### src/rtl/cc_timer.sv
module cc_timer #(
  parameter int CNT_W = 16
) (
  input  logic       clk,
  input  logic       rst_n,
  input  logic [3:0] bus_addr,
  input  logic       bus_wr,
  input  logic       bus_rd,
  input  logic [7:0] bus_wdata,
  output logic [7:0] bus_rdata,
  input  logic [1:0] cap_in,
  output logic [1:0] cmp_out,
  output logic       irq
);
  localparam int PRE_W = 2;
  localparam int NCH   = 2;
  localparam int NFLG  = 2 * NCH + 1;
  localparam logic [3:0] A_CNT_HI = 4'h0;
  localparam logic [3:0] A_CNT_LO = 4'h1;
  localparam logic [3:0] A_CAP_HI = 4'h2;
  localparam logic [3:0] A_CMP_HI = 4'h6;
  localparam logic [3:0] A_EDGE   = 4'hA;
  localparam logic [3:0] A_ACT    = 4'hB;
  localparam logic [3:0] A_FLAG   = 4'hC;
  localparam logic [3:0] A_IEN    = 4'hD;

  logic [PRE_W-1:0] pre;
  logic [CNT_W-1:0] cnt, cnt_inc;
  logic [15:0]      cnt16;
  logic             tick, ovf_evt;
  logic [7:0]       lo_hold;
  logic             lo_held;
  logic [NCH-1:0]   s1, s2, s3;
  logic [NCH-1:0][15:0] cap_q, cmp_q;
  logic [NCH-1:0]   cap_lock, cmp_lock, cap_take, cmp_match;
  logic [2*NCH-1:0] edge_cfg, act_cfg;
  logic [NFLG-1:0]  flags, ien, flg_set, flg_clr;

  assign tick    = &pre;
  assign cnt_inc = cnt + 1'b1;
  assign cnt16   = 16'(cnt);
  assign ovf_evt = tick && (&cnt);
  assign irq     = |(flags & ien);

  wire rd_cnt_hi = bus_rd && bus_addr == A_CNT_HI;
  wire rd_cnt_lo = bus_rd && bus_addr == A_CNT_LO;
  wire wr_flag   = bus_wr && bus_addr == A_FLAG;

  assign flg_set = {ovf_evt, cmp_match, cap_take};
  assign flg_clr = wr_flag ? bus_wdata[NFLG-1:0] : '0;

  always_ff @(posedge clk) begin
    if (!rst_n) begin
      pre      <= '0;
      cnt      <= '0;
      lo_hold  <= '0;
      lo_held  <= 1'b0;
      s1       <= '0;
      s2       <= '0;
      s3       <= '0;
      edge_cfg <= '0;
      act_cfg  <= '0;
      flags    <= '0;
      ien      <= '0;
    end else begin
      pre <= pre + 1'b1;
      if (tick) cnt <= cnt_inc;
      s1 <= cap_in;
      s2 <= s1;
      s3 <= s2;
      if (rd_cnt_hi) begin
        lo_hold <= cnt16[7:0];
        lo_held <= 1'b1;
      end else if (rd_cnt_lo) begin
        lo_held <= 1'b0;
      end
      if (bus_wr && bus_addr == A_EDGE) edge_cfg <= bus_wdata[2*NCH-1:0];
      if (bus_wr && bus_addr == A_ACT)  act_cfg  <= bus_wdata[2*NCH-1:0];
      if (bus_wr && bus_addr == A_IEN)  ien      <= bus_wdata[NFLG-1:0];
      flags <= (flags & ~flg_clr) | flg_set;
    end
  end

  for (genvar g = 0; g < NCH; g++) begin : g_ch
    localparam logic [3:0] CAP_HI = 4'(A_CAP_HI + 2 * g);
    localparam logic [3:0] CMP_HI = 4'(A_CMP_HI + 2 * g);
    logic rise, fall;
    logic [1:0] esel, asel;
    assign rise = s2[g] & ~s3[g];
    assign fall = ~s2[g] & s3[g];
    assign esel = edge_cfg[2*g +: 2];
    assign asel = act_cfg[2*g +: 2];
    assign cap_take[g]  = ((esel[0] & rise) | (esel[1] & fall)) & ~cap_lock[g];
    assign cmp_match[g] = tick && !cmp_lock[g] && (16'(cnt_inc) == cmp_q[g]);

    always_ff @(posedge clk) begin
      if (!rst_n) begin
        cap_q[g]    <= '0;
        cap_lock[g] <= 1'b0;
        cmp_q[g]    <= 16'hFFFF;
        cmp_lock[g] <= 1'b0;
        cmp_out[g]  <= 1'b0;
      end else begin
        if (cap_take[g]) cap_q[g] <= cnt16;
        if (bus_rd && bus_addr == CAP_HI)           cap_lock[g] <= 1'b1;
        else if (bus_rd && bus_addr == CAP_HI + 1)  cap_lock[g] <= 1'b0;
        if (bus_wr && bus_addr == CMP_HI) begin
          cmp_q[g][15:8] <= bus_wdata;
          cmp_lock[g]    <= 1'b1;
        end else if (bus_wr && bus_addr == CMP_HI + 1) begin
          cmp_q[g][7:0]  <= bus_wdata;
          cmp_lock[g]    <= 1'b0;
        end
        if (cmp_match[g]) begin
          case (asel)
            2'b01:   cmp_out[g] <= ~cmp_out[g];
            2'b10:   cmp_out[g] <= 1'b0;
            2'b11:   cmp_out[g] <= 1'b1;
            default: cmp_out[g] <= cmp_out[g];
          endcase
        end
      end
    end
  end

  logic [7:0] rmux;
  always_comb begin
    case (bus_addr)
      4'h0:    rmux = cnt16[15:8];
      4'h1:    rmux = lo_held ? lo_hold : cnt16[7:0];
      4'h2:    rmux = cap_q[0][15:8];
      4'h3:    rmux = cap_q[0][7:0];
      4'h4:    rmux = cap_q[1][15:8];
      4'h5:    rmux = cap_q[1][7:0];
      4'h6:    rmux = cmp_q[0][15:8];
      4'h7:    rmux = cmp_q[0][7:0];
      4'h8:    rmux = cmp_q[1][15:8];
      4'h9:    rmux = cmp_q[1][7:0];
      4'hA:    rmux = 8'(edge_cfg);
      4'hB:    rmux = 8'(act_cfg);
      4'hC:    rmux = 8'(flags);
      4'hD:    rmux = 8'(ien);
      default: rmux = 8'h00;
    endcase
  end
  assign bus_rdata = bus_rd ? rmux : 8'h00;

endmodule

### config.mk
export PLATFORM = sky130hd
export DESIGN_NAME = cc_timer
export DESIGN_NICKNAME = d
export VERILOG_FILES = /design/src/rtl/cc_timer.sv
export SDC_FILE = /design/constraint.sdc
export NUM_CORES = 1
export LEC_CHECK = 0
export BUFFER_PORTS_ARGS = -buffer_cell sky130_fd_sc_hd__buf_2
export CAP_MARGIN = 10
export CORE_MARGIN = 8
export CORE_UTILIZATION = 40
export DETAILED_ROUTE_END_ITERATION = 8
export GPL_ROUTABILITY_DRIVEN = 0
export PLACE_DENSITY = 0.64
export SLEW_MARGIN = 10
export SYNTH_ARGS = -nofsm -noshare
export SYNTH_HDL_FRONTEND = slang
export SYNTH_SLANG_ARGS = --single-unit
### constraint.sdc
create_clock -name clk -period 4.82 [get_ports clk]
set_clock_uncertainty 0.2 [all_clocks]
set_input_delay 0.241 -clock clk [delete_from_list [all_inputs] [get_ports clk]]
set_output_delay 0.241 -clock clk [all_outputs]
set_load 0.05 [all_outputs]
==> results of run 1 <==
-- final cells by class --
cell class	instances	share of cell area, %
inverter	7	0.359
timing repair buffer	46	4.14
tap	216	3.69
multi-input combinational	596	50.9
sequential	121	33.1
clock inverter	12	1.61
clock buffer	20	6.24
-- worst max-delay path, delay by kind of cell (launching register included) --
kind / cells / cell delay, ns
AND/OR/NAND/NOR: 5 / 1.82
flip-flops: 1 / 0.58
AO/OA/AOI/OAI: 2 / 0.41
adder cells (fa/ha/maj): 1 / 0.35
-- cells in the mapped netlist (3+ instances only) --
master,n
or2_2,3
nor2b_1,10
a31oi_1,11
xor2_1,16
nand4_1,7
nand2b_1,5
clkbuf_1,44
buf_2,7
nand3_1,53
nand4b_1,3
a221oi_1,5
and4_1,6
xnor2_1,29
buf_1,3
a32o_1,4
mux2_2,3
and2_1,8
inv_1,6
a22oi_1,8
nor4_1,6
nand2_1,127
dfxtp_1,121
a21oi_1,38
a32oi_1,3
o21ai_0,19
o22ai_1,4
xnor3_1,6
buf_4,3
nor2_1,93
mux2i_1,64
nor3_1,17
nand3b_1,4
and3_1,5
-- worst max-delay path by stage --
stage	end	slack (ns)	cells past startpoint
2_1_floorplan	bus_rdata[7]	2.04	8
3_3_place_gp	cmp_out[0]$_SDFFE_PN0P_	1.48	8
3_5_place_dp	cmp_out[0]$_SDFFE_PN0P_	1.39	8
4_1_cts	cmp_out[0]$_SDFFE_PN0P_	1.39	8
5_1_grt	cmp_out[1]$_SDFFE_PN0P_	1.10	8
6_report	cmp_out[0]$_SDFFE_PN0P_	1.37	8
-- kinds of logic (layout without fill, tap and decap cells) --
group           count (synthesis)  count (layout)  synth area share, %
simple gates                  356             356                 26.0
flops                         121             121                 37.8
mux                            68              68                 10.9
xor+xnor                       51              51                 8.26
fa+ha+maj                       2               2                0.390
compound gates                119             119                 12.3
buf+inv                        66              85                 4.41
-- per-layer routing --
| metal | GRT usage, % | wire length [um] | up-vias |
|---|---|---|---|
| met5 | 0 | 0 | - |
| met4 | 10.5 | 656 | 0 |
| met3 | 4.96 | 1800 | 50 |
| met2 | 31.3 | 9200 | 309 |
| met1 | 28.1 | 9130 | 2796 |
| li1 | - | - | 2761 |
-- cell usage in the layout, fill, tap and decap left out, types with 8 or more instances in the layout --
| cell type | instances |
|---|---|
| a31oi_1 | 11 |
| dfxtp_1 | 121 |
| clkbuf_16 | 17 |
| xor2_1 | 16 |
| nor2b_1 | 10 |
| xnor2_1 | 29 |
| nor2_1 | 93 |
| and2_1 | 8 |
| a21oi_1 | 36 |
| nand2_1 | 127 |
| a22oi_1 | 8 |
| dlygate4sd3_1 | 11 |
| mux2i_1 | 64 |
| nor3_1 | 17 |
| buf_2 | 28 |
| nand3_1 | 53 |
| o21ai_0 | 19 |
-- per-stage QoR --
step / worst slack (ns) / hold slack [ns] / util [%]
floorplan: 2.04 / 0.157 / -
global placement: 1.48 / 0.209 / 42.1
detailed placement: 1.39 / 0.223 / 42.1
CTS: 1.39 / 0.0943 / 46.4
global route: 1.10 / 0.117 / 46.4
finish: 1.37 / 0.104 / 46.4
-- timing repair --
item | 4_1_cts | 5_1_grt
gates resized for setup | 0 | 0
endpoints found under the hold margin | 43 | 0
hold buffers | 11 | 0
-- power by group --
group	total [mW]	switching [mW]	internal, mW
sequential	1.03	0.0195	1.01
clock	1.23	0.492	0.742
combinational	0.186	0.127	0.0591
-- state kept, by name, summed over array words and instances, names as in the netlist, 4 cells and up --
name,flops
act_cfg,4
cap_q,32
cmp_q,32
cnt,16
edge_cfg,4
flags,5
ien,5
lo_hold,8
==> results by group, run 1 <==
STA
  • Max-slew violations: 0
  • Highest clock rate: between 0.2 and 0.3 GHz
  • Final setup fails: 0
  • Relative slew margins: 36.6%
  • Setup TNS: 0 ns
  • Final hold violations: 0
  • Min Tclk post-route: 3.45 ns
  • RSZ-0062 raised after global routing: false
  • Final Cycle Share: 71.6%
  • Least-Margin Pin Slew: around 0.95 ns

Die
  • Starting Density: 40.7%
  • Die Area: 20300 um2
  • IO Count: 29
  • Chip height: 143 um
  • Die Span X: 143 um
  • FP Rows: 46
  • Core Box Area: 15800 um2

Global routing
  • Initial antenna violation count: 0
  • Global Route Usage Sum: 21.1%
  • First-pass GRT wire length: 32600 um
  • Grt total ovfl: 0
  • Largest net degree at the start of global routing: between 40 and 50
  • Vias in the first global route: 5561

Synth
  • Post-Syn Area: 6410 um2
  • Ys Warns: 0
  • Post-Syn Instances: about 780
  • Top-area cell type share of the netlist area: 37.8%
  • Synth Area per Inst: 8.19 um2
  • Async set or reset register ratio after synthesis: 0%
  • Sequential fraction of the synthesis area: 37.8%
  • Flops & latches, synth: between 100 and 150
  • Cell taking the most area after synthesis: dfxtp_1
  • EDFF count, synth: 0
  • Synth area leaders: dfxtp_1 38%, mux2i_1 10%, nand2_1 7.4%, nor2_1 5.4%, nand3_1 4.1%
  • Yosys cell types: between 60 and 70
  • Top_reg_cell synth: dfxtp_1
  • Syn nets: 803

Setup path
  • Reg2reg start: cnt[0]$_SDFFE_PN0P_
  • CP endpoint kind: register
  • Setup slack, reg-to-reg: 1.37 ns
  • Largest stage delay on the critical path: 0.63 ns
  • Critical path fanouts, max: 12
  • Cells along the critical path: ha_1 > nand3_1 > or4_1 > a222oi_1 > and4_1 > nand4_2 > or3b_1 > a31oi_1
  • Worst Setup Start Kind: register
  • Crit path DAT: 3.60 ns
  • Slowest CP cell: or4_1
  • Reg2Reg Depth: 8
  • Worst Path Required: 4.97 ns
  • Setup crit start: cnt[0]$_SDFFE_PN0P_
  • R2R Path End: cmp_out[0]$_SDFFE_PN0P_
  • Worst setup path class: reg -> reg

Power
  • Power Density: 335 nW/um2
  • VDD IR max: 0.242 mV
  • LEAKAGE: 2.72 nW
  • Tot Pwr: 2.45 mW

Placed design
  • Placed Cells: approximately 980
  • Number of port buffers: 28
  • DP Wirelength: around 15000 um
  • Post-place instance area: 6630 um2

Hold path
  • Hold path cells: 3
  • Min-delay worst type: in -> reg
  • WHS Endpoint: cmp_q[23]$_SDFFE_PN1P_
  • Hold Startpoint: rst_n

Routing
  • WL/cell: ~20 um
  • DRT antenna net count: 0
  • DRT Wirelength: a little over 20000 um
  • DR vias: 5916
  • Via-to-Cell Ratio: 5.81
  • # DRC: 0
  • DRT Pass-1 Iters: 5
  • DRT iter0 DRCs: 681

CTS
  • Clk_lat worst skew: 0.43 ns
  • Clk sinks: approximately 120
  • CTS max path bufs: 2
  • H-tree level count: 4
  • Clk pin slew, worst setup/hold paths: 0.06 ns
  • Setup Buffers After CTS: 0
  • Num CTS Buffers: 17
  • CTS tree: done
  • Root Driver: clkbuf_16

Layout
  • Fillers: 1606
  • Nets: 809
  • Register area: 2420 um2
  • Post-route cell area: 7320 um2
  • Area Growth Syn to Fin: 14.1%
  • # diodes: 0
  • Area of the multi-input gates: 3720 um2
  • Share of layout cells above drive strength 1: 10.2%
  • Layout Cells excl Fill: approximately 1000

Job
  • # Max-Cap Violations: 0

Run status
  • Status: complete, no violations
(Power assumes the default switching activity.)
==> inputs of run 2 (changes only) <==
PLACE_DENSITY = 0.66   (was 0.64)
clock period = 3.05 ns   (was 4.82 ns; I/O delays follow)
==> run 2 against run 1 <==
Net effect:
- via count is 1.7% higher
- non-clock buffer count is 31 higher
- cell count is 2.7% higher
- critical endpoint unchanged
==> results by group, run 2 (same netlist as run 1, synthesis figures left out) <==
Run status
  • Status: complete, no violations

Setup path
  • Cells along the critical path: ha_2 > nand3_1 > or4_1 > a222oi_1 > and4_1 > nand4_2 > or3b_1 > a31oi_1
  • Setup slack, reg-to-reg: 0.23 ns (-1.14 ns)
  • Worst Setup Start Kind: register
  • Largest stage delay on the critical path: 0.53 ns (-0.10 ns)
  • Reg2Reg Depth: 8 (unchanged)
  • Reg2reg start: cnt[0]$_SDFFE_PN0P_
  • Crit path DAT: 2.96 ns (-0.64 ns)
  • Critical path fanouts, max: 6 (-6)
  • CP endpoint kind: register
  • Worst Path Required: 3.19 ns (-1.78 ns)
  • Slowest CP cell: or4_1
  • R2R Path End: cmp_out[0]$_SDFFE_PN0P_
  • Worst setup path class: reg -> reg

STA
  • Max-slew violations: 0 (unchanged)
  • Highest clock rate: 0.355 GHz (+23%)
  • Setup slack after layout: 0.232 ns (-1.14 ns)
  • Setup TNS: 0 ns (unchanged)
  • Relative slew margins: 51.6% (+15 points)
  • Least-Margin Pin Slew: 0.724 ns (-0.226 ns)
  • Min Tclk post-route: 2.82 ns (-0.635 ns)
  • Final Cycle Share: 92.4% (+21 points)
  • Final hold violations: 0 (unchanged)
  • Final setup fails: 0 (unchanged)
  • RSZ-0062 raised after global routing: false

Global routing
  • Global Route Usage Sum: 20.7% (-0.45 points)
  • Vias in the first global route: 5655 (+1.7%)
  • Grt total ovfl: 0 (unchanged)
  • Largest net degree at the start of global routing: 83 (+89%)
  • First-pass GRT wire length: 32300 um (-0.70%)
  • Initial antenna violation count: 0 (unchanged)

Layout
  • Nets: 840 (+3.8%)
  • Fillers: 1540 (-4.1%)
  • Post-route cell area: 7550 um2 (+3.2%)
  • Largest regs: cap_q: 32 flops, cmp_q: 32 flops, cnt: 16 flops
  • Most frequent cells in the layout: 127 x nand2_1, 121 x dfxtp_1, 93 x nor2_1
  • Most common cell after layout, fill and taps aside: nand2_1
  • Layout Cells excl Fill: 1045 (+2.7%)
  • Share of layout cells above drive strength 1: 13.3% (+3.0 points)
  • # diodes: 0 (unchanged)
  • Area Growth Syn to Fin: 17.8%

Placed design
  • Number of port buffers: 28 (unchanged)
  • Post-Place Worst Slack: 0.197 ns (-1.19 ns)
  • Placed Cells: 1006 (+3.2%)
  • DP Wirelength: 14700 um (+0.10%)
  • Post-place instance area: 6870 um2 (+3.6%)

CTS
  • CTS max path bufs: 2 (unchanged)
  • H-tree level count: 4 (unchanged)
  • Root Driver: clkbuf_16
  • Clk sinks: 121 (unchanged)
  • Clk_lat worst skew: 0.42 ns (about the same)
  • Num CTS Buffers: 17 (unchanged)
  • Setup Buffers After CTS: 0 (unchanged)
  • CTS tree: done
  • Clk pin slew, worst setup/hold paths: 0.05 ns (about the same)

Routing
  • DRT iter0 DRCs: 691 (+1.5%)
  • # DRC: 0 (unchanged)
  • DR vias: 6015 (+1.7%)
  • WL/cell: 19.4 um (-5.1%)
  • DRT Pass-1 Iters: 5 (unchanged)
  • DRT Wirelength: 20300 um (-2.6%)
  • Via-to-Cell Ratio: 5.76 (-0.95%)
  • DRT antenna net count: 0 (unchanged)

Power
  • Tot Pwr: 3.91 mW (+59%)
  • LEAKAGE: 2.88 nW (+5.6%)
  • Power Density: 517 nW/um2 (+54%)
  • VDD IR max: 0.305 mV (+26%)

Die
  • Chip height: 143 um (unchanged)
  • FP Rows: 46 (unchanged)
  • Die Span X: 143 um (unchanged)
  • Starting Density: 40.7% (unchanged)
  • Core Box Area: 15800 um2 (unchanged)
  • Die Area: 20300 um2 (unchanged)
  • IO Count: 29 (unchanged)

Hold path
  • Hold Startpoint: rst_n
  • Min-delay worst type: in -> reg
  • WHS Endpoint: cmp_q[6]$_SDFFE_PN1P_
  • Hold path cells: 3 (unchanged)

Job
  • # Max-Cap Violations: 0 (unchanged)
-- run 2: changes by cell type in the layout (fill, tap and decap cells not counted), sizes merged --
cell and delta:
inv -3, clkinv -4, clkinvlp +2, bufinv +2, buf +31, clkbuf -1
-- run 2: power breakdown --
group          total (mW)  leakage [nW]  internal, mW  switching, mW
Combinational       0.300          1.62         0.103          0.197
Sequential           1.63         0.979          1.61         0.0270
Clock                1.97         0.272          1.28          0.695
-- run 2: how the worst max path moves through the flow --
| stage | start | to | depth (start not counted) |
|---|---|---|---|
| 4_1_cts | cnt[0]$_SDFFE_PN0P_ | cmp_out[0]$_SDFFE_PN0P_ | 8 |
| 3_5_place_dp | cnt[0]$_SDFFE_PN0P_ | cmp_out[0]$_SDFFE_PN0P_ | 8 |
| 2_1_floorplan | cnt[0]$_SDFFE_PN0P_ | cmp_out[1]$_SDFFE_PN0P_ | 9 |
| 3_3_place_gp | cnt[0]$_SDFFE_PN0P_ | cmp_out[0]$_SDFFE_PN0P_ | 8 |
| 5_1_grt | cnt[0]$_SDFFE_PN0P_ | cmp_out[0]$_SDFFE_PN0P_ | 8 |
| 6_report | cnt[0]$_SDFFE_PN0P_ | cmp_out[0]$_SDFFE_PN0P_ | 8 |
-- run 2: worst max-delay path: cells and delay by family, from the launching register on --
kind,cells,cell delay (ns)
AND/OR/NAND/NOR,5,1.50
AO/OA/AOI/OAI,2,0.47
adder cells (fa/ha/maj),1,0.24
flip-flops,1,0.33
-- run 2: through the flow --
| step | hold WS (ns) | util, % |
|---|---|---|
| floorplan | 0.0686 | - |
| CTS | 0.00894 | 47.9 |
| finish | 0.0233 | 47.9 |
| global placement | 0.160 | 43.6 |
| detailed placement | 0.170 | 43.6 |
| global route | 0.0451 | 47.9 |
-- run 2: cell type report --
cell class | count | area [um2] | area share [%]
Clock buffer | 19 | 443 | 5.86
Tap cell | 216 | 270 | 3.58
Inverter | 7 | 26.3 | 0.348
Multi-Input combinational cell | 596 | 3720 | 49.2
Clock inverter | 9 | 128 | 1.69
Timing Repair Buffer | 77 | 548 | 7.26
Sequential cell | 121 | 2420 | 32.1
-- run 2: layer usage --
metal | track usage, % | up-vias | part of all wire [%]
li1 | - | 2820 | -
met1 | 27.8 | 2832 | 44
met2 | 30.6 | 293 | 44
met3 | 4.19 | 70 | 8.0
met4 | 10.7 | 0 | 4.2
met5 | 0 | - | 0
-- run 2: timing repair --
item / CTS / global route
endpoints found under the hold margin: 55 / 0
gates resized for setup: 0 / 1
endpoints found under the setup margin: 0 / 1
hold buffers: 11 / 0
